===== src/rtl/core_ctl_unit.sv =====
module core_ctl_unit #(
  parameter int NIRQ       = 8,
  parameter int BOOT_W     = 16,
  parameter int DMEM_SCRUB = 6,
  parameter int IMEM_SCRUB = 10
) (
  input  logic              clk,
  input  logic              rst_n,
  input  logic              bus_wr,
  input  logic [3:0]        bus_addr,
  input  logic [31:0]       bus_wdata,
  output logic [31:0]       bus_rdata,
  input  logic              core_halt,
  input  logic              core_busy,
  input  logic              ext_busy,
  input  logic [NIRQ-1:0]   irq_evt,
  input  logic              core_mb_wr,
  input  logic              core_mb_sel,
  input  logic [31:0]       core_mb_data,
  output logic [31:0]       mbox0,
  output logic [31:0]       mbox1,
  output logic              core_rst,
  output logic              core_start,
  output logic [BOOT_W-1:0] start_pc,
  output logic              scrub_busy,
  output logic              irq_host,
  output logic              irq_core
);
  localparam int HALT_BIT  = 4;
  localparam int SCRUB_MAX = (DMEM_SCRUB > IMEM_SCRUB) ? DMEM_SCRUB : IMEM_SCRUB;
  localparam int CW        = $clog2(SCRUB_MAX + 1);

  logic [BOOT_W-1:0] boot_q;
  logic [NIRQ-1:0]   mask_q, dest_q, stat_q;
  logic [CW-1:0]     scrub_cnt;
  logic              halted_q, running_q;

  wire wr_ctl  = bus_wr && bus_addr == 4'd0;
  wire hrst_w  = wr_ctl && bus_wdata[0];
  wire scrub_d = scrub_cnt < CW'(DMEM_SCRUB);
  wire scrub_i = scrub_cnt < CW'(IMEM_SCRUB);
  wire go      = wr_ctl && bus_wdata[1] && !bus_wdata[0] && !scrub_d && !scrub_i;

  wire [NIRQ-1:0] halt_vec = NIRQ'(core_halt) << HALT_BIT;
  wire [NIRQ-1:0] set_vec  = irq_evt | halt_vec;
  wire [NIRQ-1:0] clr_vec  = (bus_wr && bus_addr == 4'd10) ? bus_wdata[NIRQ-1:0] : '0;
  wire [NIRQ-1:0] live     = stat_q & mask_q;

  assign scrub_busy = scrub_d | scrub_i;
  assign irq_host   = |(live & ~dest_q);
  assign irq_core   = |(live & dest_q);

  always_ff @(posedge clk or negedge rst_n) begin
    if (!rst_n) begin
      boot_q     <= '0;
      mask_q     <= '0;
      dest_q     <= '0;
      stat_q     <= '0;
      scrub_cnt  <= '0;
      halted_q   <= 1'b0;
      running_q  <= 1'b0;
      core_rst   <= 1'b0;
      core_start <= 1'b0;
      start_pc   <= '0;
      mbox0      <= '0;
      mbox1      <= '0;
    end else begin
      core_rst   <= hrst_w;
      core_start <= go;
      if (go) begin
        start_pc  <= boot_q;
        running_q <= 1'b1;
        halted_q  <= 1'b0;
      end
      if (core_halt) begin
        halted_q  <= 1'b1;
        running_q <= 1'b0;
      end
      if (hrst_w) begin
        running_q <= 1'b0;
        scrub_cnt <= '0;
      end else if (scrub_cnt < CW'(SCRUB_MAX)) begin
        scrub_cnt <= scrub_cnt + 1'b1;
      end
      if (core_mb_wr && !core_mb_sel) mbox0 <= core_mb_data;
      if (core_mb_wr &&  core_mb_sel) mbox1 <= core_mb_data;
      if (bus_wr) begin
        case (bus_addr)
          4'd1: boot_q <= bus_wdata[BOOT_W-1:0];
          4'd2: mbox0  <= bus_wdata;
          4'd3: mbox1  <= bus_wdata;
          4'd6: mask_q <= mask_q | bus_wdata[NIRQ-1:0];
          4'd7: mask_q <= mask_q & ~bus_wdata[NIRQ-1:0];
          4'd8: dest_q <= bus_wdata[NIRQ-1:0];
          default: ;
        endcase
      end
      stat_q <= (stat_q & ~clr_vec) | set_vec;
    end
  end

  always_comb begin
    bus_rdata = '0;
    case (bus_addr)
      4'd0:       bus_rdata = {28'd0, running_q, halted_q, 2'b00};
      4'd1:       bus_rdata = {{(32-BOOT_W){1'b0}}, boot_q};
      4'd2:       bus_rdata = mbox0;
      4'd3:       bus_rdata = mbox1;
      4'd4:       bus_rdata = {29'd0, ext_busy, core_busy, !(core_busy || ext_busy)};
      4'd5:       bus_rdata = {30'd0, scrub_i, scrub_d};
      4'd6, 4'd7: bus_rdata = {{(32-NIRQ){1'b0}}, mask_q};
      4'd8:       bus_rdata = {{(32-NIRQ){1'b0}}, dest_q};
      4'd9, 4'd10: bus_rdata = {{(32-NIRQ){1'b0}}, stat_q};
      default:    bus_rdata = '0;
    endcase
  end
endmodule



===== config.mk =====
export PLATFORM = sky130hd
export DESIGN_NAME = core_ctl_unit
export DESIGN_NICKNAME = d
export VERILOG_FILES = /design/src/rtl/core_ctl_unit.sv
export SDC_FILE = /design/constraint.sdc
export NUM_CORES = 1
export LEC_CHECK = 0
export BUFFER_PORTS_ARGS = -buffer_cell sky130_fd_sc_hd__buf_2
export CAP_MARGIN = 30
export CORE_ASPECT_RATIO = 2
export CORE_MARGIN = 1.5
export CORE_UTILIZATION = 56
export DETAILED_ROUTE_END_ITERATION = 6
export PLACE_DENSITY = 0.85
export SLEW_MARGIN = 15
export SYNTH_ARGS = -nofsm -noshare
export SYNTH_HDL_FRONTEND = slang
export SYNTH_SLANG_ARGS = --single-unit

===== constraint.sdc =====
create_clock -name clk -period 3.35 [get_ports clk]
set_input_delay 0 -clock clk [delete_from_list [all_inputs] [get_ports clk]]
set_output_delay 0 -clock clk [all_outputs]
set_load 0.1 [all_outputs]

* After elaboration in Yosys (flattened, before gate mapping)
Cells that the tools add are included.
** Cells by class
- Magnitude comparators :: 2
- Multiplexer cells :: 16
- Reductions and logical operators :: 27
- $add $sub $neg :: 1
- Eq/ne operators :: 10
- Bitwise gates (word level) :: 12
** Operators by type and width (count)
- $pmux W32 S9 :: 1
- $mux W32 :: 6
- $and A8 B8 Y8 :: 5
- $not A8 Y8 :: 3
- $eq A4 B3 Y1 const B :: 4
- $or A8 B8 Y8 :: 2
- $pmux W8 S2 :: 1
- $reduce_or A8 Y1 :: 2
- $eq A4 B4 Y1 const B :: 3
- $logic_and A1 B1 Y1 :: 9
- $eq A4 B2 Y1 const B :: 2
- $mux W4 :: 2
- $mux W8 :: 1
- $or A8 B5 Y8 :: 1
- $reduce_and A2 Y1 :: 3
- $reduce_bool A2 Y1 :: 3
- $logic_not A1 Y1 :: 5
- $mux W1 :: 5
- $add A4 B1 Y4 const B :: 1
- $eq A4 B1 Y1 const B :: 1
- $logic_not A4 Y1 :: 1
- $lt A4 B3 Y1 const B :: 1
- $lt A4 B4 Y1 const B :: 1
- $reduce_or A2 Y1 :: 2
- other kinds (3) :: 3
** Word-level totals
- Output and inout port bits :: 117
- Logic and storage cells :: 80
- Bits in registers :: 128
- Input bits :: 84

* Longest topological paths before layout
- Word-level depth :: 9
- Depth in mapped cells :: 6
- Depth with buffers taken out :: 4

* Worst setup path after synthesis
OpenSTA, ideal clock, no wires.
- Path type :: register to output
- From :: register mbox0[1]
- To :: output bus_rdata[1]
- Required time :: 3350 ps
- Stages on the path, launching flop included :: 3
- Setup slack :: -1200 ps
- Arrival :: 4550 ps
- Buffers on the path :: 0
- Cell sequence :: dfrtp_1 -> a21oi_1 -> o311ai_0
** Between the ends
- Word-level cells in the longest chain between the ends :: 1
** RTL lines
- start, declared :: RTL line 20 : output logic [31:0] mbox0,
- start signal, assigned :: RTL line 85 : if (core_mb_wr && !core_mb_sel) mbox0 <= core_mb_data;
- start signal, assigned :: RTL line 90 : 4'd2: mbox0 <= bus_wdata;
- $pmux W32 S9 :: RTL line 104 : case (bus_addr)
- end, declared :: RTL line 12 : output logic [31:0] bus_rdata,
Every way passes these cells.

* Worst setup path after layout
- From :: input bus_addr[1]
- To :: register mbox0[19]
** Between the ends
- Word-level cells in the longest chain between the ends :: 3
** RTL lines
- start, declared :: RTL line 10 : input logic [3:0] bus_addr,
- $eq A4 B2 Y1 :: RTL line 88 : case (bus_addr)
- $mux W32 :: RTL line 88
- $mux W32 :: RTL line 87 : if (bus_wr) begin
Every way passes these cells.
A chain may end at the register's enable or synchronous reset.

==> metrics.cfg <==
[grt]
grt_pass1_wl_mm=36.4
grt_pass1_vias=6949
antenna_found_initial=2
grt_max_degree=80
track_usage_pct=39.2
grt-ovfl-total=0

[cells_and_area]
fin_area_sq_um=9370
layout-drive-gt1-share_pct=32.4
fin_util_pct=82.5
n_fill_cell=652
finalNetCount=991
instances_no_fill=1063
syn_to_final_growth_pct=43.9
final_cell_mix=199 x buf_2, 128 x dfrtp_1, 113 x dlygate4sd3_1, 100 x nand2_1, 81 x mux2i_1
final_common_cell=buf_2

[cts]
clk_path_buf_depth=2
clkTransAtPathRegs_ns=0.06
root_buffer=clkbuf_16
cts_sinks=128
ctsResizeCount=0
cts_tree=yes
htree_levels=4
clk_latency_ns=0.42
cts_buffers=17

[placement]
dpl.hpwl_mm=13.7
placed_area_sq_um=7580
io_buffers=200
dp.cells=916
gp_congestion=0.961
pre_cts_ws_ns=1.20

[flow_run]
drv_cap=0

[logic_synthesis]
ys_warn_count=0
synthFlopType=dfrtp_1
synthCells=606
post-synth-top-area-cell=dfrtp_1
synthAdderAreaFrac_pct=0.192
synth_compound_area_share_pct=14.0
syn-num-nets=691
yosys.area_share.simple_pct=11.5
syn_area_per_cell_sq_um=10.7
netlist_area_sq_um=6510
synth_area_leaders=dfrtp_1 49%, mux2i_1 12%, mux2_2 6.9%
seq_area_frac_synth_pct=49.2
async_flop_share_pct=100
synth-seq-cells=128
synth_edf_count=0
ys_types=53
synth_xor_area_share_pct=0.269
synthMuxAreaShare_pct=21.2
synth.top_cell.area_share_pct=49.2
synth_top_family_by_area=multiplexers

[critical_path]
worstPathMaxFanout=48
start_kind=primary input
worstRegToRegCells=4
cp_data_required_time_ns=3.64
crit_type=in -> reg
rrSetupSlack_ns=1.63
critPathArrivalTime_ns=2.72
endpoint_kind=register

[power_and_ir_drop]
powerDensity_nw_per_um2=718
cell_internal_pwr_mw=3.76
share_seq_of_total_power_pct=31.0
leakage_nw=4.58
p_switching_mw=2.97
combPwrFrac_pct=38.0
peakVddDrop_mv=0.649
pwr-share-clk_pct=31.0
power_mw=6.73
switching_share_pct=44.2

[detailed_routing]
viasPerCell=6.03
remaining_drc_errors=0
routed_wl_mm=23.2
num_vias=6412
antenna_left=0
first_pass_iters=7
drt_iter0_drc=532
avgRoutedWirePerCell_um=21.8

[floorplanning]
dieArea_sq_um=12300
io_pins=201
die_h_um=156
coreArea_sq_um=11400
rows=55
die_w_um=79.3
initial_core_util_pct=57.4

[timing]
rsz0062_at_grt=no
finalCriticalPeriod_ns=2.43
relSlewSlack_pct=32.5
fin_setup_tns_ns=0
min_period_over_period_pct=72.5
setup_violations=0
holdWs_ns=0.136
drv_slew=0
fmax_mhz=412
max_slew.worst_pin.slew_ns=1.01
fin_skew_ns=0.00907
finalWorstSetupSlack_ns=0.921
hold_viol_final=0

[hold_path]
min_path_type=in -> async

[outcome]
status=completed

-- sequential cells by signal, summed over array words and instances, names as in the netlist, named ones only --
signal,cells
core_start,1
scrub_cnt,4
core_rst,1
boot_q,16
running_q,1
dest_q,8
mbox1,32
mbox0,32
stat_q,8
halted_q,1
start_pc,16
-- timing repair --
action                                 CTS  global route
endpoints found under the hold margin  153             0
hold buffers                           113             0
setup buffers                            0             0
-- power by group through the flow --
| stage | registers (mW) | clock network [mW] | logic, mW |
|---|---|---|---|
| 3_5_place_dp | 2.09 | 0 | 2.35 |
| 5_1_grt | 2.11 | 2.16 | 2.65 |
| 2_1_floorplan | 3.16 | 0 | 0.763 |
| 6_report | 2.09 | 2.09 | 2.56 |
| 3_3_place_gp | 2.07 | 0 | 2.31 |
| 4_1_cts | 2.07 | 2.08 | 2.52 |
-- cell families (layout without fill, tap and decap cells) --
logic type | after synthesis | after routing
AOI/OAI and AO/OA | 142 | 142
xor gates and xnor gates | 2 | 2
adders and majority gates | 1 | 1
buffers and inverters | 48 | 361
DFF | 128 | 128
muxes | 129 | 129
other | 0 | 2
and+or+nand+nor | 156 | 156
-- path summary, 6_finish.rpt --
check	start	endpoint
max	bus_addr[1]	mbox0[19]
min	rst_n	stat_q[6]
max reg2reg	scrub_cnt[2]	start_pc[2]
min reg2reg	halted_q	halted_q
max in group asynchronous	rst_n	mbox0[13]
min in group clk	bus_addr[0]	register
-- critical path, cell delays in order --
cell	delay, ns
buf_2	0.55
nand2b_1	0.25
nor3_4	0.52
buf_4	0.52
o21ai_0	0.20
dlygate4sd3_1	0.63
-- area by class of cell --
class	instances	area [sq um]	area share (%)
Sequential cell	128	3200	34.2
Multi-Input combinational cell	430	3090	33.0
Timing Repair Buffer	318	2200	23.4
Clock buffer	18	429	4.58
Clock inverter	14	229	2.44
Tap cell	142	178	1.90
Inverter	11	41.3	0.441
Antenna cell	2	5.00	0.0534
-- metal layers --
layer  vias up  wire length, um  share of wire [%]  GRT usage (%)
li1       2774                -                  -              -
met1      3109             7750                 33           40.8
met2       403            12300                 53           67.7
met3       126             1440                6.2           8.27
met4         0             1720                7.4           28.7
met5         -                0                  0              0
-- cell usage after synthesis (all sizes together) (2+ instances only) --
cell / n
a31oi: 7
nand2b: 2
nor2b: 6
and3: 6
a221o: 3
a22o: 22
a211oi: 2
nor3: 4
dfrtp: 128
a21o: 8
and2: 2
a21oi: 4
o22ai: 4
nor2: 20
o21ai: 71
clkbuf: 9
nand2: 102
buf: 28
mux2: 48
inv: 11
a211o: 2
mux2i: 81
nand3: 4
a22oi: 12
Power figures use the tool's default switching activity.
